File: config.mk
export PLATFORM = sky130hd
export DESIGN_NAME = bbias_mode_seq
export DESIGN_NICKNAME = d
export VERILOG_FILES = /design/src/rtl/bbias_pkg.sv /design/src/rtl/bbias_target.sv /design/src/rtl/bbias_settle_cnt.sv /design/src/rtl/bbias_mode_seq.sv
export SDC_FILE = /design/constraint.sdc
export NUM_CORES = 1
export LEC_CHECK = 0
export BUFFER_PORTS_ARGS = -buffer_cell sky130_fd_sc_hd__buf_2
export CORE_MARGIN = 1.5
export CORE_UTILIZATION = 37
export DETAILED_ROUTE_END_ITERATION = 6
export GPL_TIMING_DRIVEN = 0
export SYNTH_ARGS = -nofsm -noshare
export SYNTH_HDL_FRONTEND = slang
export SYNTH_SLANG_ARGS = --single-unit
File: constraint.sdc
create_clock -name clk -period 4.5 [get_ports clk]
set_clock_uncertainty 0.1 [all_clocks]
set_input_delay 0 -clock clk [delete_from_list [all_inputs] [get_ports clk]]
set_output_delay 0 -clock clk [all_outputs]
set_load 0.005 [all_outputs]
File: src/rtl/bbias_pkg.sv
package bbias_pkg;

  typedef enum logic {
    ST_IDLE   = 1'b0,
    ST_SETTLE = 1'b1
  } seq_state_t;

  // Decision rule for the LDO mode: forward bias only when every
  // permission holds and the domain is active.
  function automatic logic want_fbb(input logic en, input logic permit,
                                    input logic at_top, input logic lp);
    return en & permit & at_top & ~lp;
  endfunction

endpackage

File: src/rtl/bbias_target.sv
module bbias_target #(
  parameter int OPP_W   = 3,
  parameter int OPP_TOP = 4
) (
  input  logic             mgmt_en,
  input  logic             fbb_permit,
  input  logic [OPP_W-1:0] opp_sel,
  input  logic             lowpwr,
  output logic             fbb_go
);
  import bbias_pkg::*;

  localparam logic [OPP_W-1:0] TopCode = OPP_W'(OPP_TOP);

  logic at_top;
  assign at_top = (opp_sel == TopCode);
  assign fbb_go = want_fbb(mgmt_en, fbb_permit, at_top, lowpwr);

endmodule

File: src/rtl/bbias_settle_cnt.sv
module bbias_settle_cnt #(
  parameter int CNT_W = 16
) (
  input  logic             clk,
  input  logic             rst_n,
  input  logic             load,
  input  logic [CNT_W-1:0] load_val,
  input  logic             dec,
  output logic             is_zero
);
  logic [CNT_W-1:0] cnt_q;

  always_ff @(posedge clk) begin
    if (!rst_n)                    cnt_q <= '0;
    else if (load)                 cnt_q <= load_val;
    else if (dec && cnt_q != '0)   cnt_q <= cnt_q - 1'b1;
  end

  assign is_zero = (cnt_q == '0);


  cnt_no_wrap_chk: assert property (@(posedge clk) disable iff (!rst_n)
    (dec && is_zero && !load) |=> is_zero);

endmodule

File: src/rtl/bbias_mode_seq.sv
module bbias_mode_seq #(
  parameter int OPP_W   = 3,
  parameter int OPP_TOP = 4,
  parameter int CNT_W   = 16
) (
  input  logic             clk,
  input  logic             rst_n,
  input  logic             mgmt_en,
  input  logic             fbb_permit,
  input  logic [CNT_W-1:0] settle_cnt,
  input  logic [OPP_W-1:0] opp_sel,
  input  logic             chg_req,
  input  logic             lowpwr,
  output logic             ldo_mode_o,
  output logic             mode_stat_o,
  output logic             busy_o
);
  import bbias_pkg::*;

  seq_state_t       state_q;
  logic             ldo_q;
  logic             stat_q;
  logic             fbb_go;
  logic             same_mode;
  logic             start_ev;
  logic             finish_ev;
  logic             in_settle;
  logic             cnt_zero;
  logic [CNT_W-1:0] wait_load;

  bbias_target #(.OPP_W(OPP_W), .OPP_TOP(OPP_TOP)) u_tgt (
    .mgmt_en    (mgmt_en),
    .fbb_permit (fbb_permit),
    .opp_sel    (opp_sel),
    .lowpwr     (lowpwr),
    .fbb_go     (fbb_go)
  );

  assign in_settle = (state_q == ST_SETTLE);
  assign start_ev  = (state_q == ST_IDLE) && chg_req;
  assign same_mode = (fbb_go == ldo_q);
  assign wait_load = same_mode ? '0 : settle_cnt;
  assign finish_ev = in_settle && cnt_zero;

  bbias_settle_cnt #(.CNT_W(CNT_W)) u_cnt (
    .clk      (clk),
    .rst_n    (rst_n),
    .load     (start_ev),
    .load_val (wait_load),
    .dec      (in_settle),
    .is_zero  (cnt_zero)
  );

  always_ff @(posedge clk) begin
    if (!rst_n) begin
      state_q <= ST_IDLE;
      ldo_q   <= 1'b0;
      stat_q  <= 1'b0;
    end else begin
      if (start_ev) begin
        state_q <= ST_SETTLE;
        ldo_q   <= fbb_go;
      end else if (finish_ev) begin
        state_q <= ST_IDLE;
        stat_q  <= ldo_q;
      end
    end
  end

  assign ldo_mode_o  = ldo_q;
  assign mode_stat_o = stat_q;
  assign busy_o      = in_settle;


  busy_after_req_chk: assert property (@(posedge clk) disable iff (!rst_n)
    start_ev |=> busy_o);


  ldo_hold_chk: assert property (@(posedge clk) disable iff (!rst_n)
    !start_ev |=> $stable(ldo_mode_o));


  fbb_needs_permit_chk: assert property (@(posedge clk) disable iff (!rst_n)
    (start_ev && !(mgmt_en && fbb_permit)) |=> !ldo_mode_o);


  lowpwr_bypass_chk: assert property (@(posedge clk) disable iff (!rst_n)
    (start_ev && lowpwr) |=> !ldo_mode_o);


  idle_status_match_chk: assert property (@(posedge clk) disable iff (!rst_n)
    !busy_o |-> (mode_stat_o == ldo_mode_o));


  same_mode_short_chk: assert property (@(posedge clk) disable iff (!rst_n)
    (start_ev && same_mode) |=> busy_o ##1 !busy_o);

endmodule

Word level (Yosys, flattened, before mapping)
Cells that the tools add are included.

Bits in registers: 19. Output and inout bits: 3. Bits of input ports: 25. Word-level logic and storage cells: 26.

Bitwise logic cells: 6. Equal/unequal tests: 2. Add/sub/neg operators: 1. Reduce and logical (&&, ||, !) cells: 8. Mux-type cells: 5.

Operators by type and width (count): 16-bit two-way mux (3); 16-bit zero test (1); 16-bit nonzero test (1); 16-bit by 1-bit subtractor with 16-bit output, second input constant (1); 2-bit nonzero test (2); 1-bit bitwise AND (3); 3-bit == test, second input constant (1); 1-bit logical AND (3); 1-bit inverter (3); 1-bit two-way mux (2); 2-bit AND reduction (1); 1-bit == test (1).

Longest topological paths before layout
Depth in word-level cells: 6. Mapped depth: 8.

Hierarchy
From an unflattened synthesis, not the netlist that was laid out.

Cell total of the unflattened synthesis: 146. Area, all modules: 1194.9 um2.

By module, submodules not included: bbias_settle_cnt (area an instance 922.1 um2, sequential area each 320.3 um2, cells each 114, times used 1); bbias_mode_seq (area an instance 254.0 um2, sequential area each 60.1 um2, cells each 30, times used 1); bbias_target (area an instance 18.8 um2, sequential area each 0.0 um2, cells each 2, times used 1).

Least setup slack after synthesis
OpenSTA, ideal clock, no wires.

Path type: register -> register. From: reg u_cnt.cnt_q[0]. To: reg u_cnt.cnt_q[14]. Data arrival time: 1.626 ns. Cell stages (with the launch flop): 8. Period minus slack after synthesis: 1.843 ns. Required time: 4.283 ns. Setup time: 0.117 ns. Slack: 2.657 ns. Cell sequence: dfxtp_1 -> inv_1 -> ha_1 -> nor4b_4 -> a41oi_1 -> clkbuf_1 -> o21ai_0 -> a32o_1.

Cells in the longest elaborated chain, start to end: 3.

Ends and longest elaborated chain: start, declared (RTL line bbias_settle_cnt.sv:11) `logic [CNT_W-1:0] cnt_q;`; start signal, assigned (RTL line bbias_settle_cnt.sv:15) `else if (load) cnt_q <= load_val;`; start signal, assigned (RTL line bbias_settle_cnt.sv:16) `else if (dec && cnt_q != '0) cnt_q <= cnt_q - 1'b1;`; 16-bit by 1-bit subtractor with 16-bit output or 16-bit nonzero test (tied branches) (RTL line bbias_settle_cnt.sv:16); 16-bit two-way mux or 1-bit logical AND (tied branches) (RTL line bbias_settle_cnt.sv:16); 16-bit two-way mux or 2-bit nonzero test (tied branches).

Parallel ways exist; a longest one is shown, timed or not. The select of a mux whose other input is x is not followed. A chain may end at the register's enable or synchronous reset.

Final worst setup path
Same ends and word-level chain as after synthesis.

==> out/qor.log <==
INFO  layout         area_taken_by_multi_input_logic_gates=735.7squm
INFO  layout         n_fill_cell=279
INFO  routing        num_vias=1,313
INFO  grt            number_of_antenna_violations_at_the_first_check_in_global_routing=0
INFO  routing        detailedRoute.firstPassIterationCount=4
INFO  sta            rsz0062_at_grt=no
INFO  layout         register_area=380.4squm
INFO  flow_run       max_cap_violations=0
INFO  layout         postLayoutCoreUtil=0.5103
INFO  routing        routed_wirelength=3.458mm
INFO  layout         post_route_cells_drive_above_1_share=0.1885
INFO  cts            cts_inserted_buffers=3
INFO  routing        routedWlPerCell=14.71um
INFO  cts            post_cts_resized=0
INFO  sta            final.hold.worst_slack=0.01648ns
INFO  synthesis      seq_area_frac_synth=0.3269
INFO  layout         flow.area_growth_from_synthesis=32.80%
INFO  setup_path     r2r.worst_path.cells=8
INFO  placement      buffer_ports.inserted=26
INFO  synthesis      netlist_area=1164squm
INFO  layout         finish.instance_area=1545squm
INFO  synthesis      post-synth-top-count-cell=sky130_fd_sc_hd__dfxtp_1
INFO  cts            cts-root-to-sink-buffers=2
INFO  cts            cts.clk_slew.worst_paths=0.11ns
INFO  synthesis      synthCells=144
INFO  setup_path     data_arrival_time_of_the_critical_path=2.70ns
INFO  setup_path     startpoint_class=flip-flop
INFO  sta            max-slew-margin-rel=0.6287
INFO  placement      dp.final_hpwl=2.397mm
INFO  grt            first_pass_grt_wire_length=5.602mm
INFO  sta            finalWorstPathRequiredPeriod=2.537ns
INFO  sta            worst_slew_pin_slew=0.5414ns
INFO  synthesis      synthDominantAreaCellType=sky130_fd_sc_hd__dfxtp_1
INFO  synthesis      synth.top_cell.area_share=0.3269
INFO  synthesis      synth_edf_count=0
INFO  setup_path     crit_path_end_kind=flip-flop
INFO  grt            grt_pass1_vias=1,236
INFO  sta            final_hold_viol_count=0
INFO  sta            setup_viol=0
INFO  synthesis      synth-async-reset-ratio=0
INFO  cts            cts-htree-levels=1
INFO  run_status     outcome=finished clean
INFO  grt            grt-ovfl-total=0
INFO  min_path       holdCritPathClass=primary input to flip-flop
INFO  cts            post-cts-setup-buffers=0
INFO  synthesis      syn-mean-instance-area=8.081squm
INFO  synthesis      ys_seq_elements=19
INFO  routing        route.detailed.vias_per_inst=5.587
INFO  cts            numClockSinks=19
INFO  setup_path     crit_required=4.67ns
INFO  die            chipHeight=59.08um
INFO  synthesis      synthesis.yosys.warnings=0
INFO  setup_path     criticalPathCategory=flip-flop to flip-flop
INFO  power          power.leakage=0.6210nW
INFO  synthesis      synth.net_count=170
INFO  synthesis      ys_top_cells_by_count=sky130_fd_sc_hd__dfxtp_1, sky130_fd_sc_hd__a21oi_1, sky130_fd_sc_hd__nand2_1
INFO  power          p_per_area=422.8nW/um^2
INFO  routing        drc_errors=0
INFO  min_path       hold_depth=4
INFO  grt            grt_start_max_net_pins=11
INFO  layout         num_antenna_cells=0
INFO  sta            setup-tns-final=0ns
INFO  routing        final_antenna_net_count=0
INFO  sta            highest_attainable_clock_frequency=394.2MHz
INFO  synthesis      synth-main-ff-cell=sky130_fd_sc_hd__dfxtp_1
INFO  die            initial_core_util=0.3843
INFO  die            placeableCoreArea=3028squm
INFO  sta            min_period_over_period=0.5638
INFO  synthesis      yosys-top-cells-area=sky130_fd_sc_hd__dfxtp_1, sky130_fd_sc_hd__a21oi_1, sky130_fd_sc_hd__o21ai_0
INFO  cts            clock_latency=0.31ns
INFO  die            io_pins=28
INFO  grt            groute.usage.overall=0.2132
INFO  die            die_area=3490squm
INFO  die            die_w=59.08um
INFO  sta            finalMaxSlewViolations=0
INFO  placement      place_congestion=0.9065
INFO  die            placement_rows=20
INFO  layout         final_net_count=218
INFO  setup_path     crit_fanout=8
INFO  power          ir_worst_vdd=0.1556mV
INFO  synthesis      yosysUniqueCellTypes=41
INFO  cts            clock_root_buffer_master=sky130_fd_sc_hd__clkbuf_4
INFO  placement      placedInstanceArea=1349squm
INFO  routing        drt_iter0_drc=76
INFO  cts            cts_tree=built
## state kept, by name, indices dropped and copies added (netlist names)
name	count
mode_stat_o	1
busy_o	1
ldo_mode_o	1
u_cnt.cnt_q	16
## routing by layer
layer	global-route usage	vias up	share of wire
met3	0.02620	7	0.053
met1	0.2733	607	0.47
met4	0.09416	0	0.025
met5	0	-	0
met2	0.3571	54	0.46
li1	-	645	-
## cell usage in the layout (no fill, tap or decap), types with 2 or more instances in the layout
master	count
sky130_fd_sc_hd__nand2b_1	3
sky130_fd_sc_hd__a21oi_1	11
sky130_fd_sc_hd__inv_1	3
sky130_fd_sc_hd__o21ai_1	5
sky130_fd_sc_hd__nor2_1	9
sky130_fd_sc_hd__a21boi_0	4
sky130_fd_sc_hd__nor4_1	4
sky130_fd_sc_hd__xnor2_1	2
sky130_fd_sc_hd__a31oi_1	2
sky130_fd_sc_hd__nor2b_1	2
sky130_fd_sc_hd__dfxtp_1	19
sky130_fd_sc_hd__a22oi_1	4
sky130_fd_sc_hd__dlygate4sd3_1	17
sky130_fd_sc_hd__mux2i_1	2
sky130_fd_sc_hd__o22ai_1	3
sky130_fd_sc_hd__clkbuf_1	7
sky130_fd_sc_hd__o21ai_0	10
sky130_fd_sc_hd__nor4b_1	3
sky130_fd_sc_hd__xor2_1	2
sky130_fd_sc_hd__clkbuf_4	3
sky130_fd_sc_hd__nor3_1	8
sky130_fd_sc_hd__nand3_1	5
sky130_fd_sc_hd__buf_2	28
sky130_fd_sc_hd__a32o_1	4
sky130_fd_sc_hd__and3_1	2
sky130_fd_sc_hd__nand2_1	11
sky130_fd_sc_hd__a41o_1	2
## where the power goes
part	internal (mW)	switching [mW]
clock network	0.0347	0.0568
logic	0.144	0.170
registers	0.200	0.0469
total	0.379	0.274
## kinds of logic (layout without fill, tap and decap cells)
logic type,after synthesis,after routing,synth area share
compound gates,53,53,0.3000
xor+xnor,4,4,0.03011
fa+ha+maj,1,1,0.01075
buf+inv,12,59,0.04086
flops,19,19,0.3269
mux,2,2,0.01720
simple gates,53,53,0.2742
## critical path, stage by stage (launching register included)
cell and delay [ns]:
sky130_fd_sc_hd__dfxtp_1 0.34, sky130_fd_sc_hd__inv_1 0.08, sky130_fd_sc_hd__ha_1 0.23, sky130_fd_sc_hd__nor4b_4 0.47
sky130_fd_sc_hd__nand3_1 0.26, sky130_fd_sc_hd__nor3_1 0.19, sky130_fd_sc_hd__a41o_1 0.13, sky130_fd_sc_hd__dlygate4sd3_1 0.56
sky130_fd_sc_hd__a32o_1 0.12
## per-stage QoR
stage	power, mW	instances	setup slack (ns)
2_1_floorplan	0.4734	144	2.657
3_3_place_gp	0.5389	214	2.363
3_5_place_dp	0.5462	214	2.369
4_1_cts	0.6522	235	2.020
5_1_grt	0.7086	235	1.807
6_report	0.6533	235	1.963
## worst paths after layout
path                                     from                           end  slack, ns
hold reg to reg   u_cnt.cnt_q[9]$_SDFFE_PN0P_   u_cnt.cnt_q[9]$_SDFFE_PN0P_       0.43
hold / removal                     fbb_permit       ldo_mode_o$_SDFFE_PN0P_       0.02
setup reg to reg  u_cnt.cnt_q[0]$_SDFFE_PN0P_  u_cnt.cnt_q[14]$_SDFFE_PN0P_       1.96
setup / recovery  u_cnt.cnt_q[0]$_SDFFE_PN0P_  u_cnt.cnt_q[14]$_SDFFE_PN0P_       1.96
## layout make-up
| cell class | instances | area share |
|---|---|---|
| Clock buffer | 4 | 0.01700 |
| Tap cell | 44 | 0.03563 |
| Timing Repair Buffer | 43 | 0.1943 |
| Buffer | 8 | 0.02105 |
| Sequential cell | 19 | 0.2462 |
| Multi-Input combinational cell | 113 | 0.4761 |
| Inverter | 4 | 0.009717 |
## timing repair
action | CTS | global route
hold buffers | 17 | 0
endpoints found under the hold margin | 16 | 0
setup endpoints to repair | 0 | 0
(Power assumes the default switching activity.)
